$ cat src/rtl/srp_pkg.sv
package srp_pkg;
  typedef enum logic [1:0] {
    SRC_IDLE = 2'd0,
    SRC_OUT  = 2'd1,
    SRC_CTL  = 2'd2,
    SRC_CAL  = 2'd3
  } src_e;
endpackage

$ cat src/rtl/srp_sync.sv
module srp_sync #(
  parameter int W = 2,
  parameter int STAGES = 2,
  parameter logic [W-1:0] RST_VAL = '0
) (
  input  logic         clk,
  input  logic         rst_n,
  input  logic [W-1:0] d,
  output logic [W-1:0] q
);
  logic [W-1:0] stg [STAGES];

  always_ff @(posedge clk or negedge rst_n) begin
    if (!rst_n) begin
      for (int i = 0; i < STAGES; i++) stg[i] <= RST_VAL;
    end else begin
      stg[0] <= d;
      for (int i = 1; i < STAGES; i++) stg[i] <= stg[i-1];
    end
  end

  assign q = stg[STAGES-1];
endmodule

$ cat src/rtl/srp_edge.sv
module srp_edge #(
  parameter int W = 2,
  parameter logic [W-1:0] RST_VAL = '0
) (
  input  logic         clk,
  input  logic         rst_n,
  input  logic [W-1:0] lvl,
  output logic [W-1:0] rise,
  output logic [W-1:0] fall
);
  logic [W-1:0] prev_q;

  always_ff @(posedge clk or negedge rst_n) begin
    if (!rst_n) prev_q <= RST_VAL;
    else        prev_q <= lvl;
  end

  assign rise = lvl & ~prev_q;
  assign fall = ~lvl & prev_q;
endmodule

$ cat src/rtl/srp_outreg.sv
module srp_outreg #(
  parameter int DW = 24
) (
  input  logic          clk,
  input  logic          rst_n,
  input  logic          upd_stb,
  input  logic [DW-1:0] upd_data,
  input  logic          hold,
  input  logic          done,
  output logic [DW-1:0] word,
  output logic          drdy_n
);
  logic [DW-1:0] word_n;
  logic          drdy_n_n;
  logic          load_en;

  assign load_en = upd_stb & ~hold;

  always_comb begin
    word_n   = word;
    drdy_n_n = drdy_n;
    if (load_en) begin
      word_n   = upd_data;
      drdy_n_n = 1'b0;
    end else if (done) begin
      drdy_n_n = 1'b1;
    end
  end

  always_ff @(posedge clk or negedge rst_n) begin
    if (!rst_n) begin
      word   <= '0;
      drdy_n <= 1'b1;
    end else begin
      word   <= word_n;
      drdy_n <= drdy_n_n;
    end
  end
endmodule

$ cat src/rtl/srp_read_port.sv
module srp_read_port
  import srp_pkg::*;
#(
  parameter int DW = 24,
  parameter int SHORT_W = 16,
  parameter int SYNC_STAGES = 2
) (
  input  logic          clk,
  input  logic          rst_n,
  input  logic          host_sclk,
  input  logic          rd_frame_n,
  input  logic          addr_sel,
  input  logic          cal_sel,
  input  logic          word24,
  input  logic          upd_stb,
  input  logic [DW-1:0] upd_data,
  input  logic [DW-1:0] ctrl_word,
  input  logic [DW-1:0] cal_word,
  output logic          sdata,
  output logic          drdy_n
);
  localparam int PW = $clog2(DW + 1);
  localparam logic [PW-1:0] REG_LAST  = PW'(DW - 1);
  localparam logic [PW-1:0] LONG_LAST = PW'(DW - 1);
  localparam logic [PW-1:0] SHRT_LAST = PW'(SHORT_W - 1);

  // reset: asserted asynchronously, released on a clock edge
  logic [1:0] rst_sync_q;
  logic       rst_n_s;
  always_ff @(posedge clk or negedge rst_n) begin
    if (!rst_n) rst_sync_q <= 2'b00;
    else        rst_sync_q <= {rst_sync_q[0], 1'b1};
  end
  assign rst_n_s = rst_sync_q[1];

  // bit 1: serial clock (idle low), bit 0: frame strobe (idle high)
  logic [1:0] lvl_s, rise_v, fall_v;
  srp_sync #(.W(2), .STAGES(SYNC_STAGES), .RST_VAL(2'b01)) u_sync (
    .clk(clk), .rst_n(rst_n_s), .d({host_sclk, rd_frame_n}), .q(lvl_s)
  );
  srp_edge #(.W(2), .RST_VAL(2'b01)) u_edge (
    .clk(clk), .rst_n(rst_n_s), .lvl(lvl_s), .rise(rise_v), .fall(fall_v)
  );

  logic sclk_rise, sclk_fall, frm_open, frm_close;
  assign sclk_rise = rise_v[1];
  assign sclk_fall = fall_v[1];
  assign frm_open  = fall_v[0];
  assign frm_close = rise_v[0];

  src_e          src_q, src_n;
  logic [PW-1:0] optr_q, optr_n, rptr_q, rptr_n;
  logic          sdata_q, sdata_n;
  logic          out_done, out_hold;
  logic [DW-1:0] out_word;
  logic [PW-1:0] out_last;

  assign out_last = word24 ? LONG_LAST : SHRT_LAST;
  assign out_hold = (src_q == SRC_OUT) || (optr_q != '0);

  srp_outreg #(.DW(DW)) u_outreg (
    .clk(clk), .rst_n(rst_n_s), .upd_stb(upd_stb), .upd_data(upd_data),
    .hold(out_hold), .done(out_done), .word(out_word), .drdy_n(drdy_n)
  );

  function automatic logic pick_bit(input src_e s, input logic [DW-1:0] ow,
                                    input logic [DW-1:0] cw, input logic [DW-1:0] kw,
                                    input logic [PW-1:0] op, input logic [PW-1:0] rp);
    logic [DW-1:0] w;
    logic [DW-1:0] sh;
    logic [PW-1:0] p;
    case (s)
      SRC_OUT: begin w = ow; p = op; end
      SRC_CTL: begin w = cw; p = rp; end
      SRC_CAL: begin w = kw; p = rp; end
      default: begin w = '0; p = '0; end
    endcase
    sh = w << p;
    return sh[DW-1];
  endfunction

  always_comb begin
    src_n    = src_q;
    optr_n   = optr_q;
    rptr_n   = rptr_q;
    sdata_n  = sdata_q;
    out_done = 1'b0;
    if (frm_close) begin
      src_n   = SRC_IDLE;
      sdata_n = 1'b0;
    end else if (frm_open) begin
      rptr_n = '0;
      if (!addr_sel)     src_n = SRC_CTL;
      else if (cal_sel)  src_n = SRC_CAL;
      else if (!drdy_n)  src_n = SRC_OUT;
      else               src_n = SRC_IDLE;
      sdata_n = pick_bit(src_n, out_word, ctrl_word, cal_word, optr_q, '0);
    end else if (sclk_rise) begin
      case (src_q)
        SRC_OUT: begin
          if (optr_q == out_last) begin
            optr_n   = '0;
            out_done = 1'b1;
            src_n    = SRC_IDLE;
            sdata_n  = 1'b0;
          end else begin
            optr_n = optr_q + 1'b1;
          end
        end
        SRC_CTL, SRC_CAL: begin
          if (rptr_q == REG_LAST) begin
            rptr_n  = '0;
            src_n   = SRC_IDLE;
            sdata_n = 1'b0;
          end else begin
            rptr_n = rptr_q + 1'b1;
          end
        end
        default: ;
      endcase
    end else if (sclk_fall) begin
      sdata_n = pick_bit(src_q, out_word, ctrl_word, cal_word, optr_q, rptr_q);
    end
  end

  always_ff @(posedge clk or negedge rst_n_s) begin
    if (!rst_n_s) begin
      src_q   <= SRC_IDLE;
      optr_q  <= '0;
      rptr_q  <= '0;
      sdata_q <= 1'b0;
    end else begin
      src_q   <= src_n;
      optr_q  <= optr_n;
      rptr_q  <= rptr_n;
      sdata_q <= sdata_n;
    end
  end

  assign sdata = sdata_q;
endmodule

$ cat config.mk
export PLATFORM = sky130hd
export DESIGN_NAME = srp_read_port
export DESIGN_NICKNAME = d
export VERILOG_FILES = /design/src/rtl/srp_pkg.sv /design/src/rtl/srp_sync.sv /design/src/rtl/srp_edge.sv /design/src/rtl/srp_outreg.sv /design/src/rtl/srp_read_port.sv
export SDC_FILE = /design/constraint.sdc
export NUM_CORES = 1
export LEC_CHECK = 0
export ABC_AREA = 1
export CAP_MARGIN = 20
export CORE_MARGIN = 3
export CORE_UTILIZATION = 38
export CTS_CLUSTER_SIZE = 24
export DETAILED_ROUTE_END_ITERATION = 16
export GPL_TIMING_DRIVEN = 0
export PLACE_DENSITY = 0.72
export SETUP_SLACK_MARGIN = 0.15
export SLEW_MARGIN = 15
export SYNTH_ARGS = -nofsm -noshare
export SYNTH_HDL_FRONTEND = slang
export SYNTH_SLANG_ARGS = --single-unit
$ cat constraint.sdc
create_clock -name clk -period 3.34 [get_ports clk]
set_input_delay 1.002 -clock clk [delete_from_list [all_inputs] [get_ports clk]]
set_output_delay 1.002 -clock clk [all_outputs]
set_load 0.02 [all_outputs]
==> flow_summary.ini <==
[outcome]
status = finished clean

[synth]
synth.largest_area_cell = dfrtp_1
syn_inst = 528
yosys_warnings = 0
yosys.area.top_type_share_pct = 31.5
yosysMostFrequentCell = nand2_1
ys_seq_elements = 46
syn_area_um2 = 3340
seq_area_frac_synth_pct = 34.6
async_reset_ff_share_pct = 100
yosys-top-cells-count = 178 x nand2_1, 86 x nand3_1, 50 x inv_1, 44 x nor2_1, 42 x dfrtp_1
synthTopCellsByArea = dfrtp_1 31%, nand2_1 20%, nand3_1 13%
ys.flop_type = dfrtp_1
synthesis.nets = 613
synth_edf_count = 0
synth_cell_types = 31
syn_avg_cell_area_um2 = 6.33

[timing]
hold_slack_ns = 0.216
min_period_over_period_pct = 88.8
max_freq_mhz = 337
finalSetupViolCount = 0
period_needed_ns = 2.97
slew_viol_final = 0
grt_setup_unrepaired = false
tightestPinTransition_ns = 0.690
hold_viol = 0
max_slew_margin_pct = 54.0
final.setup.tns_ns = 0
skew_ns = 0.00947

[placement]
place.gp.congestion = 0.921
portBuffers = 81
dp_hpwl_um = 9070

[pwr]
switching_share_pct = 35.6
vdd_drop_max_mv = 0.187
p_leak_nw = 2.05
internal_power_w = 0.00112
p_switching_w = 0.000617
seq_power_share_pct = 37.7
combPwrFrac_pct = 32.5
p_clk_share_pct = 29.8
powerDensity_nw_per_um2 = 390

[clock_network]
clock-sinks = 46
cts_hold_buf = 0
cts-root-buf = clkbuf_8
cts_buffer_depth = 2
clkLatencyLatePin_ns = 0.31
cts_htree_levels = 2
post_cts_buffers = 0
cts_tree = built
path_clk_slew_ns = 0.10
cts_resized = 0
numCtsBuffers = 5

[critical_path]
crit_type = in -> reg
crit_buf_inv = 3
crit_path_frequent_cell = nand2_1
slowest_stage = clkbuf_1
end_kind = register
cp_cell_sequence = clkdlybuf4s50_1 -> inv_1 -> clkbuf_1 -> nand2_1 -> nand4_1 -> nand3_1 -> nand2_1 -> nand2_1 -> nand3_1 -> nand3_1 -> a21oi_1 -> nand2_1 -> nand2_1
path_delay_family = buffers and inverters
cp_slowest_stage_delay_ns = 0.53
cp_max_fo = 10
crit_arrival_ns = 3.22
cp-start-kind = input pin
cp.required_ns = 3.59

[route]
wl_met1_um = 4990
wirelength_um = 12200
vias = 4016
ant_nets = 0
highest_layer = met4
drtIter0Drc = 437
wl_per_cell_um = 16.9
first_pass_iters = 6
drc_errors = 0
routed_via_density = 5.55
wl_met2_um = 5570
met3_length_um = 1360

[floorplan]
start_util_pct = 39.9
dieArea_um2 = 9950
die_y_um = 99.8
ios = 82
core_area_um2 = 8380
fp.dieW_um = 99.8
rows = 33

[flow_run]
maxCapViolCount = 0

[grt]
grt_pass1_wl_um = 19200
grt_pass1_vias = 3899
grt_max_degree = 26
grt_overflow = 0
grt_usage_pct = 24.5
antenna_found_initial = 0

[finish]
antenna_cells = 0
syn2layout_area_growth_pct = 33.0
final_net_count = 702
fin_util_pct = 53.0
drive_gt1_share_pct = 5.99

[min_path]
hold_class = reg -> async
-- cells in the final DEF (no fill, tap or decap) --
cell type	count
a21oi_1	8
buf_12	1
buf_4	5
buf_1	1
dfrtp_2	1
nand3_1	86
mux2_2	1
xor2_1	1
nand3b_1	3
nand2b_1	1
ha_1	5
nor4_1	3
clkbuf_8	5
inv_1	50
buf_2	11
clkinv_4	1
o32ai_1	1
a31oi_1	1
o21bai_1	1
o21ai_0	30
nand2_2	1
dfstp_2	4
o2111ai_1	1
clkinv_1	2
nand4_1	27
inv_2	4
bufinv_16	2
clkbuf_1	5
conb_1	1
nor2_2	1
o22ai_1	3
clkdlybuf4s50_1	81
nor2_1	44
o211ai_1	2
nor3_1	5
dfrtp_1	41
nand2_1	178
-- per-stage QoR --
step	cells	worst slack [ns]	total power, W	cell area [um2]
4_1_cts	723	0.467	0.00172	4440
6_report	723	0.374	0.00173	4440
5_1_grt	723	0.235	0.00181	4440
3_5_place_dp	715	0.154	0.00121	4300
3_3_place_gp	714	0.189	0.00120	4280
2_1_floorplan	528	1.21	0.000957	3340
-- worst paths after layout --
kind / start / to / slack [ns] / cells after the start
max reg2reg: optr_q[0] / u_outreg.word[22] / 0.38 / 9
min: rst_sync_q[1] / u_outreg.word[6] / 0.22 / 0
max in group asynchronous: rst_n / rst_sync_q[1] / 2.36 / 1
min in group clk: u_sync.stg[3] / u_sync.q[1] / 0.36 / 0
min reg2reg: rst_sync_q[1] / u_outreg.word[6] / 0.22 / 0
max: addr_sel / sdata / 0.37 / 13
-- sequential cells by signal (all words and copies together), names as in the netlist --
name,count
u_outreg.word,24
src_q,2
u_sync.stg,2
sdata,1
optr_q,5
u_outreg.drdy_n,1
u_sync.q,2
u_edge.prev_q,2
rst_sync_q,2
rptr_q,5
-- worst register-to-register path: stages (launching register included) --
cell and delay, ns:
dfrtp_1 0.51, inv_1 0.26, buf_1 0.55, ha_1 0.27
nand3_1 0.08, nor4_1 0.35, buf_2 0.36, buf_2 0.31
nand2_1 0.10, o21ai_0 0.09
-- per-layer routing --
metal / GRT usage, % / vias up
met1: 32.2 / 1820
li1: - / 1911
met2: 39.6 / 257
met4: 8.72 / 0
met5: 0 / -
met3: 5.61 / 28
-- power by group through the flow --
stage / Sequential (W) / Clock, W / Combinational [W]
after CTS: 0.000652 / 0.000519 / 0.000547
after detailed placement: 0.000663 / 0 / 0.000545
after global routing: 0.000660 / 0.000539 / 0.000611
after global placement: 0.000667 / 0 / 0.000530
final: 0.000653 / 0.000516 / 0.000564
after floorplan: 0.000652 / 0 / 0.000305
-- area by class of cell --
class | count | area, um2
plain buffers | 22 | 115
flip-flops and latches | 46 | 1160
clock inverters | 3 | 68.8
repair buffers | 82 | 831
multi-input cells | 404 | 1860
clock buffers | 5 | 68.8
well taps | 105 | 131
inverters | 56 | 210
fillers | 830 | 3940
-- cells by family after synthesis --
group | share of synthesized area (%)
AND/OR/NAND/NOR | 45.4
buffers and inverters | 9.74
flip-flops | 34.6
adder cells (fa/ha/maj) | 1.87
AO/OA/AOI/OAI | 7.64
XOR/XNOR | 0.262
multiplexers | 0.337
other | 0.112
Note: power is estimated with default switching activity, not from simulation.
